File: src/rtl/bert_tx_pkg.sv
package bert_tx_pkg;

  // Shared history length: covers the longest polynomial (degree 23).
  localparam int unsigned HIST_W  = 23;
  localparam int unsigned TAP_W   = $clog2(HIST_W);
  // Zero-run window for the quasi-random mode.
  localparam int unsigned ZRUN_W  = 14;

  typedef enum logic [2:0] {
    SEL_PN9  = 3'd0,
    SEL_PN15 = 3'd1,
    SEL_PN23 = 3'd2,
    SEL_QRND = 3'd3,
    SEL_WORD = 3'd4
  } pat_sel_e;

  typedef struct packed {
    logic [TAP_W-1:0] far_tap;   // history index a-1
    logic [TAP_W-1:0] near_tap;  // history index b-1
    logic             qrnd;      // zero-run limiting output
  } tap_cfg_t;

  function automatic tap_cfg_t decode_taps(input logic [2:0] sel);
    tap_cfg_t cfg;
    cfg.qrnd = 1'b0;
    case (sel[1:0])
      2'd0: begin cfg.far_tap = TAP_W'(8);  cfg.near_tap = TAP_W'(4);  end
      2'd1: begin cfg.far_tap = TAP_W'(14); cfg.near_tap = TAP_W'(13); end
      2'd2: begin cfg.far_tap = TAP_W'(22); cfg.near_tap = TAP_W'(17); end
      default: begin
        cfg.far_tap  = TAP_W'(19);
        cfg.near_tap = TAP_W'(16);
        cfg.qrnd     = 1'b1;
      end
    endcase
    return cfg;
  endfunction

endpackage

File: src/rtl/bert_lfsr_core.sv
module bert_lfsr_core
  import bert_tx_pkg::*;
#(
  parameter int unsigned W    = HIST_W,
  parameter int unsigned ZRUN = ZRUN_W,
  localparam int unsigned TW  = $clog2(W)
) (
  input  logic          clk,
  input  logic          rst_n,
  input  logic          reseed,
  input  logic          adv,
  input  logic [TW-1:0] far_tap,
  input  logic [TW-1:0] near_tap,
  input  logic          qrnd,
  output logic          pat_bit
);

  logic [W-1:0] hist_q;
  logic [W-1:0] hist_d;
  logic         fb;
  logic         zero_win;

  // New bit from the recurrence over earlier bits (index 0 = newest).
  always_comb begin
    fb       = hist_q[far_tap] ^ hist_q[near_tap];
    zero_win = (hist_q[ZRUN-1:0] == '0);
    pat_bit  = qrnd ? (hist_q[ZRUN-1] | zero_win) : fb;
  end

  always_comb begin
    hist_d = hist_q;
    if (reseed) begin
      hist_d = '1;
    end else if (adv) begin
      hist_d = {hist_q[W-2:0], fb};
    end
  end

  always_ff @(posedge clk or negedge rst_n) begin
    if (!rst_n) begin
      hist_q <= '1;
    end else if (reseed || adv) begin
      hist_q <= hist_d;
    end
  end

  AST_LFSR_HOLD: assert property (@(posedge clk) disable iff (!rst_n)
    (!reseed && !adv) |=> $stable(hist_q)) else $error("lfsr moved without enable");

  AST_LFSR_NONZERO: assert property (@(posedge clk) disable iff (!rst_n)
    hist_q != '0) else $error("lfsr history all zero");

  AST_LFSR_RESEED: assert property (@(posedge clk) disable iff (!rst_n)
    reseed |=> (hist_q == '1)) else $error("lfsr reseed value");

endmodule

File: src/rtl/bert_word_gen.sv
module bert_word_gen #(
  parameter int unsigned WORD_W = 32,
  parameter int unsigned LEN_W  = $clog2(WORD_W + 1),
  localparam int unsigned IDX_W = $clog2(WORD_W)
) (
  input  logic              clk,
  input  logic              rst_n,
  input  logic              load,
  input  logic              reseed,
  input  logic              adv,
  input  logic [LEN_W-1:0]  len_in,
  input  logic [WORD_W-1:0] word_in,
  output logic              pat_bit
);

  logic [WORD_W-1:0] word_q;
  logic [LEN_W-1:0]  len_q;
  logic [LEN_W-1:0]  len_clamped;
  logic [IDX_W-1:0]  idx_q;
  logic [IDX_W-1:0]  idx_d;
  logic              at_last;

  always_comb begin
    if (len_in == '0) begin
      len_clamped = LEN_W'(1);
    end else if (len_in > LEN_W'(WORD_W)) begin
      len_clamped = LEN_W'(WORD_W);
    end else begin
      len_clamped = len_in;
    end
  end

  always_comb begin
    at_last = (LEN_W'(idx_q) == (len_q - LEN_W'(1)));
    pat_bit = word_q[idx_q];
    idx_d   = idx_q;
    if (reseed) begin
      idx_d = '0;
    end else if (adv) begin
      idx_d = at_last ? '0 : idx_q + IDX_W'(1);
    end
  end

  always_ff @(posedge clk or negedge rst_n) begin
    if (!rst_n) begin
      word_q <= '0;
      len_q  <= LEN_W'(1);
    end else if (load) begin
      word_q <= word_in;
      len_q  <= len_clamped;
    end
  end

  always_ff @(posedge clk or negedge rst_n) begin
    if (!rst_n) begin
      idx_q <= '0;
    end else if (reseed || adv) begin
      idx_q <= idx_d;
    end
  end

  AST_IDX_IN_RANGE: assert property (@(posedge clk) disable iff (!rst_n)
    LEN_W'(idx_q) < len_q) else $error("word index past length");

  AST_WORD_WRAP: assert property (@(posedge clk) disable iff (!rst_n)
    (adv && !reseed && at_last) |=> (idx_q == '0)) else $error("word did not wrap");

  AST_LEN_LEGAL: assert property (@(posedge clk) disable iff (!rst_n)
    (len_q != '0) && (len_q <= LEN_W'(WORD_W))) else $error("stored length illegal");

endmodule

File: src/rtl/bert_err_inject.sv
module bert_err_inject (
  input  logic clk,
  input  logic rst_n,
  input  logic req,
  input  logic slot,
  output logic flip
);

  logic pend_q;
  logic pend_d;

  always_comb begin
    flip   = slot & (pend_q | req);
    pend_d = flip ? 1'b0 : (pend_q | req);
  end

  always_ff @(posedge clk or negedge rst_n) begin
    if (!rst_n) begin
      pend_q <= 1'b0;
    end else begin
      pend_q <= pend_d;
    end
  end

  AST_ERR_CLEARS: assert property (@(posedge clk) disable iff (!rst_n)
    (flip && !req) |=> !pend_q) else $error("error stayed pending after use");

  AST_ERR_HELD: assert property (@(posedge clk) disable iff (!rst_n)
    (pend_q && !slot) |=> pend_q) else $error("pending error lost");

endmodule

File: src/rtl/bert_tx_gen.sv
module bert_tx_gen
  import bert_tx_pkg::*;
#(
  parameter int unsigned WORD_W = 32,
  parameter int unsigned LEN_W  = $clog2(WORD_W + 1)
) (
  input  logic              clk,
  input  logic              rst_n,
  input  logic              test_en,
  input  logic              bit_en,
  input  logic [2:0]        pat_sel,
  input  logic              load,
  input  logic [LEN_W-1:0]  rep_len,
  input  logic [WORD_W-1:0] rep_word,
  input  logic              err_req,
  input  logic              norm_data,
  output logic              tx_data
);

  localparam int unsigned SYNC_STAGES = 2;

  logic [SYNC_STAGES-1:0] rst_pipe_q;
  logic                   rst_core_n;
  logic [2:0]             sel_q;
  logic                   reseed;
  logic                   slot;
  logic                   adv;
  logic                   word_mode;
  tap_cfg_t               taps;
  logic                   lfsr_bit;
  logic                   word_bit;
  logic                   pat_bit;
  logic                   flip;

  // Reset asserts at once and is released on a clock edge.
  always_ff @(posedge clk or negedge rst_n) begin
    if (!rst_n) begin
      rst_pipe_q <= '0;
    end else begin
      rst_pipe_q <= {rst_pipe_q[SYNC_STAGES-2:0], 1'b1};
    end
  end
  assign rst_core_n = rst_pipe_q[SYNC_STAGES-1];

  always_ff @(posedge clk or negedge rst_core_n) begin
    if (!rst_core_n) begin
      sel_q <= SEL_PN9;
    end else begin
      sel_q <= pat_sel;
    end
  end

  always_comb begin
    reseed    = load | (pat_sel != sel_q);
    slot      = test_en & bit_en;
    adv       = slot & ~reseed;
    word_mode = pat_sel[2];
    taps      = decode_taps(pat_sel);
  end

  bert_lfsr_core #(
    .W    (HIST_W),
    .ZRUN (ZRUN_W)
  ) i_lfsr (
    .clk      (clk),
    .rst_n    (rst_core_n),
    .reseed   (reseed),
    .adv      (adv & ~word_mode),
    .far_tap  (taps.far_tap),
    .near_tap (taps.near_tap),
    .qrnd     (taps.qrnd),
    .pat_bit  (lfsr_bit)
  );

  bert_word_gen #(
    .WORD_W (WORD_W),
    .LEN_W  (LEN_W)
  ) i_word (
    .clk     (clk),
    .rst_n   (rst_core_n),
    .load    (load),
    .reseed  (reseed),
    .adv     (adv & word_mode),
    .len_in  (rep_len),
    .word_in (rep_word),
    .pat_bit (word_bit)
  );

  bert_err_inject i_err (
    .clk   (clk),
    .rst_n (rst_core_n),
    .req   (err_req),
    .slot  (slot),
    .flip  (flip)
  );

  always_comb begin
    pat_bit = word_mode ? word_bit : lfsr_bit;
    tx_data = test_en ? (pat_bit ^ flip) : norm_data;
  end

  AST_NO_FLIP_IDLE: assert property (@(posedge clk) disable iff (!rst_core_n)
    !test_en |-> !flip) else $error("error applied while off");

endmodule

File: config.mk
export PLATFORM = sky130hd
export DESIGN_NAME = bert_tx_gen
export DESIGN_NICKNAME = d
export VERILOG_FILES = /design/src/rtl/bert_tx_pkg.sv /design/src/rtl/bert_lfsr_core.sv /design/src/rtl/bert_word_gen.sv /design/src/rtl/bert_err_inject.sv /design/src/rtl/bert_tx_gen.sv
export SDC_FILE = /design/constraint.sdc
export NUM_CORES = 1
export LEC_CHECK = 0
export BUFFER_PORTS_ARGS = -buffer_cell sky130_fd_sc_hd__buf_2
export CAP_MARGIN = 20
export CORE_ASPECT_RATIO = 1.25
export CORE_MARGIN = 4
export CORE_UTILIZATION = 60
export CTS_BUF_LIST = sky130_fd_sc_hd__clkbuf_4 sky130_fd_sc_hd__clkbuf_8
export CTS_CLUSTER_SIZE = 28
export DETAILED_ROUTE_END_ITERATION = 12
export PLACE_DENSITY_LB_ADDON = 0.05
export RECOVER_POWER = 50
export SKIP_CTS_REPAIR_TIMING = 1
export SLEW_MARGIN = 30
export SYNTH_ARGS = -nofsm -noshare
export SYNTH_HDL_FRONTEND = slang
export SYNTH_HIERARCHICAL = 1
export SYNTH_SLANG_ARGS = --single-unit
File: constraint.sdc
create_clock -name clk -period 4.4 [get_ports clk]
set_clock_uncertainty 0.05 [all_clocks]
set_input_delay 0.44 -clock clk [delete_from_list [all_inputs] [get_ports clk]]
set_output_delay 0.44 -clock clk [all_outputs]
set_load 0.02 [all_outputs]
## Yosys cells after proc, flatten, opt, wreduce, memory -nomap -nowiden

Cells that the tools add are included.

| word-level totals | value |
|---|---|
| RAM bits | 0 |
| bits in read-only memories | 0 |
| output and inout bits | 1 |
| logic and storage cells | 57 |
| latch bits | 0 |
| memories kept | 0 |
| register bits | 72 |

| operators by class | value |
|---|---|
| reductions and logical operators | 10 |
| $lt $le $gt $ge | 4 |
| div/mod/pow operators | 0 |
| shift operators | 0 |
| bitwise logic cells | 12 |
| mux-type cells | 18 |
| multiply operators | 0 |
| equal/unequal tests | 4 |
| add/sub/neg operators | 2 |

Operator list:

| operator | number |
|---|---|
| two-way mux 23 bit | 2 |
| one-hot mux 10 bit (3 select lines) | 1 |
| less-than comparator 5 x 6 -> 1 bit, second input constant | 3 |
| binary-select mux 1 bit (select 5 bit) | 3 |
| two-way mux 5 bit | 3 |
| zero test 14 bit | 1 |
| two-way mux 6 bit | 2 |
| two-way mux 1 bit | 7 |
| equality test 5 x 6 -> 1 bit | 1 |
| > comparator 6 bit, second input constant | 1 |
| zero test 6 bit | 1 |
| subtractor 6 x 1 -> 6 bit, second input constant | 1 |
| adder 5 x 1 -> 5 bit, second input constant | 1 |
| bitwise AND 1 bit | 5 |
| AND reduction 2 bit | 2 |
| nonzero test 2 bit | 2 |
| inequality test 3 bit | 1 |
| OR 1 bit | 3 |
| OR reduction 3 bit | 1 |
| equality test 2 x 1 -> 1 bit, second input constant | 1 |
| equality test 2 bit, second input constant | 1 |
| zero test 2 bit | 1 |
| logical OR 1 bit | 2 |
| inverter 1 bit | 2 |
| XOR 1 bit | 2 |

## Longest topological paths before layout

Gate-level depths: netlist of run 1.

| depth | value |
|---|---|
| depth after elaboration | 9 |
| gate-level depth with buffers | 14 |
| mapped depth without buffers | 13 |

## Cells and area by module

Netlist of run 1, hierarchy kept.

By module, submodules not included:

| module | cells an instance | instances | sequential area each (um^2) | area an instance (um^2) |
|---|---|---|---|---|
| bert_word_gen | 154 | 1 | 1,077.3 | 2,089.5 |
| bert_lfsr_core | 125 | 1 | 604.3 | 1,446.4 |
| bert_tx_gen | 30 | 1 | 125.1 | 326.6 |
| bert_err_inject | 3 | 1 | 25.0 | 42.5 |

## Worst setup path after synthesis of run 1

No wires, ideal clock.

| timing | value |
|---|---|
| path type | input port to output port |
| from | input port pat_sel[0] |
| to | output port tx_data |
| slack | 944 ps |
| arrival time | 2,966 ps |
| stages | 12 |
| path buffers | 1 |
| required time | 3,910 ps |
| cell sequence | ha_1 > nor2_1 > buf_2 > mux4_2 > mux2i_1 > nor3_1 > or3_4 > xnor2_1 > mux2i_1 > mux2i_1 > xnor2_1 > mux2_2 |

RTL lines:

| item | line | source |
|---|---|---|
| from (decl) | bert_tx_gen.sv:11 | `input logic [2:0] pat_sel,` |
| to (decl) | bert_tx_gen.sv:17 | `output logic tx_data` |

==> results of run 1 <==
==> worst max-delay path, cell delays in order <==
cell      delay [ns]
clkbuf_1        0.23
inv_1           0.13
ha_1            0.42
buf_4           0.25
mux4_2          0.52
nor2_1          0.10
nor4bb_1        0.06
or3_4           0.34
xnor2_1         0.19
mux2i_1         0.11
mux2i_1         0.17
xnor2_1         0.08
mux2_2          0.27
buf_2           0.16
==> sequential cells by signal (all words and copies together) (netlist names) <==
register	count
i_word/idx_q	5
i_word/word_q	32
rst_pipe_q	2
i_err/pend_q	1
i_word/len_q	6
sel_q	3
i_lfsr/hist_q	23
==> stage by stage <==
stage	setup slack, ns	utilization, %	hold slack (ns)	instance area, sq um
floorplan	0.9440	-	0.09441	3924
global placement	0.6308	67.79	0.1739	4234
detailed placement	0.5840	67.79	0.1759	4234
CTS	0.5759	70.53	-0.2007	4405
global route	0.2326	70.57	0.2468	4408
finish	0.4353	70.57	0.2538	4408
==> placed cells by master, fill, tap and decap left out, types with 10 or more instances in the layout <==
cell,netlist,layout
buf_2,2,43
dfrtp_1,48,48
dfstp_2,24,24
inv_1,11,11
mux2_2,36,36
mux2i_1,31,31
mux4_2,14,14
nand2_1,34,34
nor2_1,10,10
o21ai_0,10,10
==> per-layer routing <==
metal  wire (um)  vias up  share of wire, %  track usage (%)
met5           0        -                 0                0
met4         213        0               2.8            9.103
met3         264       20               3.4            4.520
met2        4090       44                53            36.22
met1        3141     1304                41            27.10
li1            -     1228                 -                -
==> Yosys cell counts (2+ instances only) <==
library cell / count / area share (%)
a311oi_1: 2 / 0.45
buf_2: 2 / 0.26
buf_6: 2 / 0.58
clkbuf_1: 13 / 1.2
conb_1: 2 / 0.19
dfrtp_1: 48 / 31
dfstp_2: 24 / 16
ha_1: 8 / 2.6
inv_1: 11 / 1.1
mux2_2: 36 / 10
mux2i_1: 31 / 7.9
mux4_1: 4 / 2.7
mux4_2: 14 / 8.1
nand2_1: 34 / 3.3
nand2b_1: 3 / 0.48
nand3_1: 3 / 0.38
nand3b_1: 7 / 1.3
nor2_1: 10 / 0.96
nor3_1: 5 / 0.64
nor3b_1: 2 / 0.38
nor4_1: 3 / 0.48
o211ai_1: 4 / 0.77
o21ai_0: 10 / 1.3
xnor2_1: 7 / 1.6
xor2_1: 6 / 1.3
==> logic make-up (layout without fill, tap and decap cells) <==
group,Yosys count,after routing
buffers and inverters,28,81
XOR/XNOR,13,13
adder cells (fa/ha/maj),8,8
AND/OR/NAND/NOR,76,76
AO/OA/AOI/OAI,27,27
multiplexers,86,86
flip-flops,72,72
other,2,7
==> worst max-delay path by stage <==
stage                   end  slack (ns)  cells past startpoint
floorplan           tx_data        0.94                     12
global placement    tx_data        0.63                     14
detailed placement  tx_data        0.58                     14
CTS                 tx_data        0.58                     14
global route        tx_data        0.23                     14
finish              tx_data        0.44                     14
==> final cells by class <==
class	instances	area, sq um
multi-input cells	217	1976
repair buffers	54	281.5
clock buffers	9	123.9
flip-flops and latches	72	1832
well taps	85	106.4
fillers	486	1838
inverters	11	41.29
clock inverters	7	47.55
==> power by group <==
| part | switching, W | internal (W) | total [W] | leakage, nW |
|---|---|---|---|---|
| sequential | 0.0000263 | 0.000700 | 0.000726 | 0.830 |
| clock | 0.000254 | 0.000203 | 0.000457 | 0.0753 |
| combinational | 0.0000826 | 0.0000985 | 0.000181 | 0.841 |
==> summary.txt, run 1 <==
STA
  • Tightest Pin Transition: 2.066 ns
  • Tcrit/Tclk final: 90.11%
  • Setup violations, final: 0
  • Slew Limit Fails: 45
  • Relative slew slack: -37.74%
  • Final Hold Viols: 0
  • Setup TNS: 0 ns
  • Crit path time final: 3.965 ns
  • Top achievable clock speed: 0.2522 GHz
  • Unrepaired setup endpoints after global routing: no

Synth
  • Post-Synth XOR/XNOR Area: 2.916%
  • Compound-Gate Fraction of Synth Area: 4.902%
  • Netlist cell types: 46
  • Main combinational cell family by area after synthesis: multiplexers
  • Mean Syn Cell Area: 12.52 sq um
  • Mapped cell area: 3905 sq um
  • EDFF count, synth: 0
  • Post-synth ARST share: 100.0%
  • Synth Flop Type: dfrtp_1
  • Post-synthesis mux area share: 29.38%
  • Ys Warns: 6
  • Synth Area in Adders: 2.563%
  • FF+latch count, synth: 72
  • Gate Count Post-Synth: 312
  • Simple logic cell fraction of the synthesized area: 9.997%
  • Seq/Total Area, Yosys: 46.91%

GRT
  • GR Overflow Total: 0
  • First-pass GRT wire length: 13190 um
  • Largest net degree at the start of global routing: 45
  • Tot GR Track Use: 21.69%
  • Vias in the first global route: 2720
  • Initial antenna violation count: 0

Clocking
  • CTS tree: built
  • Total CTS buffers: 9
  • Worst skew pair latency: 0.34 ns
  • Sink Count: 72
  • # H-tree levels: 3
  • CTS Buffer Depth: 2
  • Clk pin slew, worst setup/hold paths: 0.08 ns
  • CTS root buffer: clkbuf_8

Die
  • Row cnt: 32
  • Die area: 7871 sq um
  • Die width: 80.16 um
  • Die Y: 98.20 um
  • Std-Cell Core Area: 6246 sq um
  • Top-level port count: 49
  • Initial Util: 62.52%

Finish
  • Ant diodes: 0
  • Area growth syn-to-layout: 12.88%
  • Layout cells sized above 1: 38.38%
  • Final net count: 421
  • Cell Count, Final, Fillers Out: 455

Hold path
  • Hold Crit Start: pat_sel[1]
  • Hold/Removal Path Class: input pin to flop
  • Min-Delay Endpoint: sel_q[1]
  • Hold Path Depth: 1

Worst setup path
  • Arrival time worst endpoint: 3.47 ns
  • Worst Setup SP: pat_sel[0]
  • Worst setup EP type: output port
  • R2r endpoint: i_lfsr/hist_q[0]
  • Worst reg-to-reg path cell count: 6
  • Crit path launch type: input pin
  • Worst path required time: 3.91 ns
  • Setup slack, reg-to-reg: 1.85 ns
  • Worst r2r src: sel_q[2]
  • Kind of critical path: input pin to output port
  • Worst-path fanout max: 11

Power
  • Total Power: 0.001365 W
  • Pwr dens: 309.6 nW/um^2
  • LEAKAGE: 1.746 nW
  • Max IR drop VDD: 0.3082 mV

Place
  • Port Buffers: 48
  • GP Congestion: 0.8785
  • Dpl hpwl: 5726 um
  • Post-Place Cells: 438

Route
  • Drt first pass iters: 4
  • First DRT Iteration DRCs: 120
  • Post-Route WL: 7709 um
  • # DRC: 0
  • Vias per cell: 5.705
  • WL per Instance: 16.94 um
  • DR vias: 2596
  • Final ANT Viol Nets: 0

Run status
  • Outcome: finished, violations left
  • Failing checks: max-capacitance violations, max-slew violations

Flow run
  • Max_cap viols: 1
(Power assumes the default switching activity.)
==> run 2, diff against run 1 <==
--- a/config.mk
+++ b/config.mk
@@ -13,6 +13,7 @@
 export CTS_BUF_LIST = sky130_fd_sc_hd__clkbuf_4 sky130_fd_sc_hd__clkbuf_8
 export CTS_CLUSTER_SIZE = 28
 export DETAILED_ROUTE_END_ITERATION = 12
+export GPL_TIMING_DRIVEN = 0
 export PLACE_DENSITY_LB_ADDON = 0.05
 export RECOVER_POWER = 50
 export SKIP_CTS_REPAIR_TIMING = 1
==> summary.txt, run 2 (synthesis results as in run 1) <==
Worst setup path
  • Worst-path fanout max: 9 (-2)
  • Worst reg-to-reg path cell count: 1 (-5)
  • Setup slack, reg-to-reg: 1.09 ns (-0.76 ns)
  • Arrival time worst endpoint: 3.61 ns (+0.14 ns)
  • Worst setup EP type: output port
  • Kind of critical path: input pin to output port
  • Worst r2r src: rst_pipe_q[1]
  • Worst path required time: 3.91 ns (about the same)
  • R2r endpoint: i_word/word_q[23]
  • Crit path launch type: input pin

Route
  • Vias per cell: 5.618 (-1.5%)
  • Drt first pass iters: 4 (unchanged)
  • WL per Instance: 16.38 um (-3.3%)
  • Final ANT Viol Nets: 0 (unchanged)
  • Post-Route WL: 7665 um (-0.57%)
  • # DRC: 0 (unchanged)
  • First DRT Iteration DRCs: 88 (-27%)
  • DR vias: 2629 (+1.3%)

STA
  • WHS: 0.2429 ns (-0.01089 ns)
  • Unrepaired setup endpoints after global routing: no
  • Tightest Pin Transition: 2.604 ns (+0.5376 ns)
  • Tcrit/Tclk final: 93.09% (+3.0 points)
  • Top achievable clock speed: 0.2442 GHz (-3.2%)
  • Crit path time final: 4.096 ns (+0.1310 ns)
  • Setup TNS: 0 ns (unchanged)
  • Final Hold Viols: 0 (unchanged)
  • Setup ws final: 0.3042 ns (-0.1310 ns)
  • Relative slew slack: -73.58% (-36 points)
  • Setup violations, final: 0 (unchanged)
  • Slew Limit Fails: 51 (+13%)

Hold path
  • Hold Path Depth: 1 (unchanged)
  • Min-Delay Endpoint: sel_q[0]
  • Hold Crit Start: pat_sel[0]
  • Hold/Removal Path Class: input pin to flop

Finish
  • Layout cells sized above 1: 37.60% (-0.78 points)
  • Cell Count, Final, Fillers Out: 468 (+2.9%)
  • Largest Register: i_word/word_q
  • Ant diodes: 0 (unchanged)
  • Max reg flops: 32 (unchanged)
  • Area growth syn-to-layout: 15.38%
  • Final net count: 434 (+3.1%)
  • Top flop regs: i_word/word_q x32, i_lfsr/hist_q x23, i_word/len_q x6
  • Commonest non-fill, non-tap cells in the layout: 48 x dfrtp_1, 47 x buf_2, 36 x mux2_2
  • Commonest non-fill, non-tap cell in the layout: dfrtp_1

Place
  • Dpl hpwl: 5728 um (about the same)
  • Post-Place Cells: 451 (+3.0%)
  • Port Buffers: 48 (unchanged)
  • Dpl ws: 0.3392 ns (-0.2449 ns)
  • GP Congestion: 0.8039 (-8.5%)

GRT
  • GR Overflow Total: 0 (unchanged)
  • Tot GR Track Use: 21.62% (-0.066 points)
  • Largest net degree at the start of global routing: 51 (+13%)
  • Initial antenna violation count: 0 (unchanged)
  • Vias in the first global route: 2784 (+2.4%)
  • First-pass GRT wire length: 13060 um (-0.94%)

Power
  • LEAKAGE: 1.791 nW (+2.6%)
  • Pwr dens: 330.9 nW/um^2 (+6.9%)
  • Max IR drop VDD: 0.2217 mV (-28%)

Die
  • Row cnt: 32 (unchanged)
  • Initial Util: 62.52% (unchanged)
  • Die width: 80.16 um (unchanged)
  • Top-level port count: 49 (unchanged)
  • Die Y: 98.20 um (unchanged)
  • Die area: 7871 sq um (unchanged)
  • Std-Cell Core Area: 6246 sq um (unchanged)

Clocking
  • CTS Buffer Depth: 2 (unchanged)
  • Total CTS buffers: 9 (unchanged)
  • CTS root buffer: clkbuf_8
  • Sink Count: 72 (unchanged)
  • Worst skew pair latency: 0.35 ns (about the same)
  • # H-tree levels: 3 (unchanged)
  • Clk pin slew, worst setup/hold paths: 0.07 ns (about the same)
  • CTS tree: built

Run status
  • Outcome: finished, violations left
  • Failing checks: max-capacitance violations, max-slew violations

Flow run
  • Max_cap viols: 1 (unchanged)
## run 2: area by class of cell
| type | instances | area, sq um |
|---|---|---|
| multi-input cells | 217 | 1969 |
| flip-flops and latches | 72 | 1832 |
| fillers | 466 | 1740 |
| repair buffers | 50 | 250.2 |
| clock buffers | 11 | 145.1 |
| well taps | 85 | 106.4 |
| plain buffers | 17 | 81.33 |
| clock inverters | 5 | 80.08 |
| inverters | 11 | 41.29 |
## run 2: through the flow
stage	total power (W)	utilization, %	instance area [sq um]
detailed placement	0.0009237	68.87	4302
finish	0.001491	72.14	4506
global placement	0.0009133	68.37	4270
CTS	0.001510	72.48	4527
global route	0.001563	72.14	4506
floorplan	0.0008617	-	3924
## run 2: power breakdown
part           switching [W]  internal (W)  total [W]
sequential         0.0000239      0.000700   0.000724
clock               0.000243      0.000340   0.000583
combinational      0.0000852     0.0000980   0.000183
total               0.000353       0.00114    0.00149
## run 2: per-layer routing
| layer | vias to the layer above | track usage (%) | share of wire [%] |
|---|---|---|---|
| met1 | 1311 | 25.46 | 40 |
| met2 | 51 | 38.33 | 55 |
| li1 | 1258 | - | - |
| met4 | 0 | 7.412 | 1.4 |
| met5 | - | 0 | 0 |
| met3 | 9 | 4.797 | 3.8 |
## run 2: worst max path at each step
stage / end / startpoint / slack (ns) / cells past startpoint
floorplan: tx_data / pat_sel[0] / 0.94 / 12
global placement: tx_data / pat_sel[0] / 0.32 / 14
detailed placement: tx_data / pat_sel[0] / 0.34 / 14
CTS: tx_data / pat_sel[0] / 0.34 / 14
global route: tx_data / pat_sel[1] / 0.05 / 14
finish: tx_data / pat_sel[1] / 0.30 / 14
## run 2: worst max-delay path, stage by stage
cell and delay [ns]:
clkbuf_1 0.15, ha_1 0.37, nor2_1 0.30, buf_2 0.26
mux4_2 0.51, mux2i_1 0.14, nor3_1 0.06, or3_4 0.39
xnor2_1 0.14, mux2i_1 0.16, mux2i_1 0.11, xnor2_1 0.15
mux2_2 0.27, buf_2 0.16
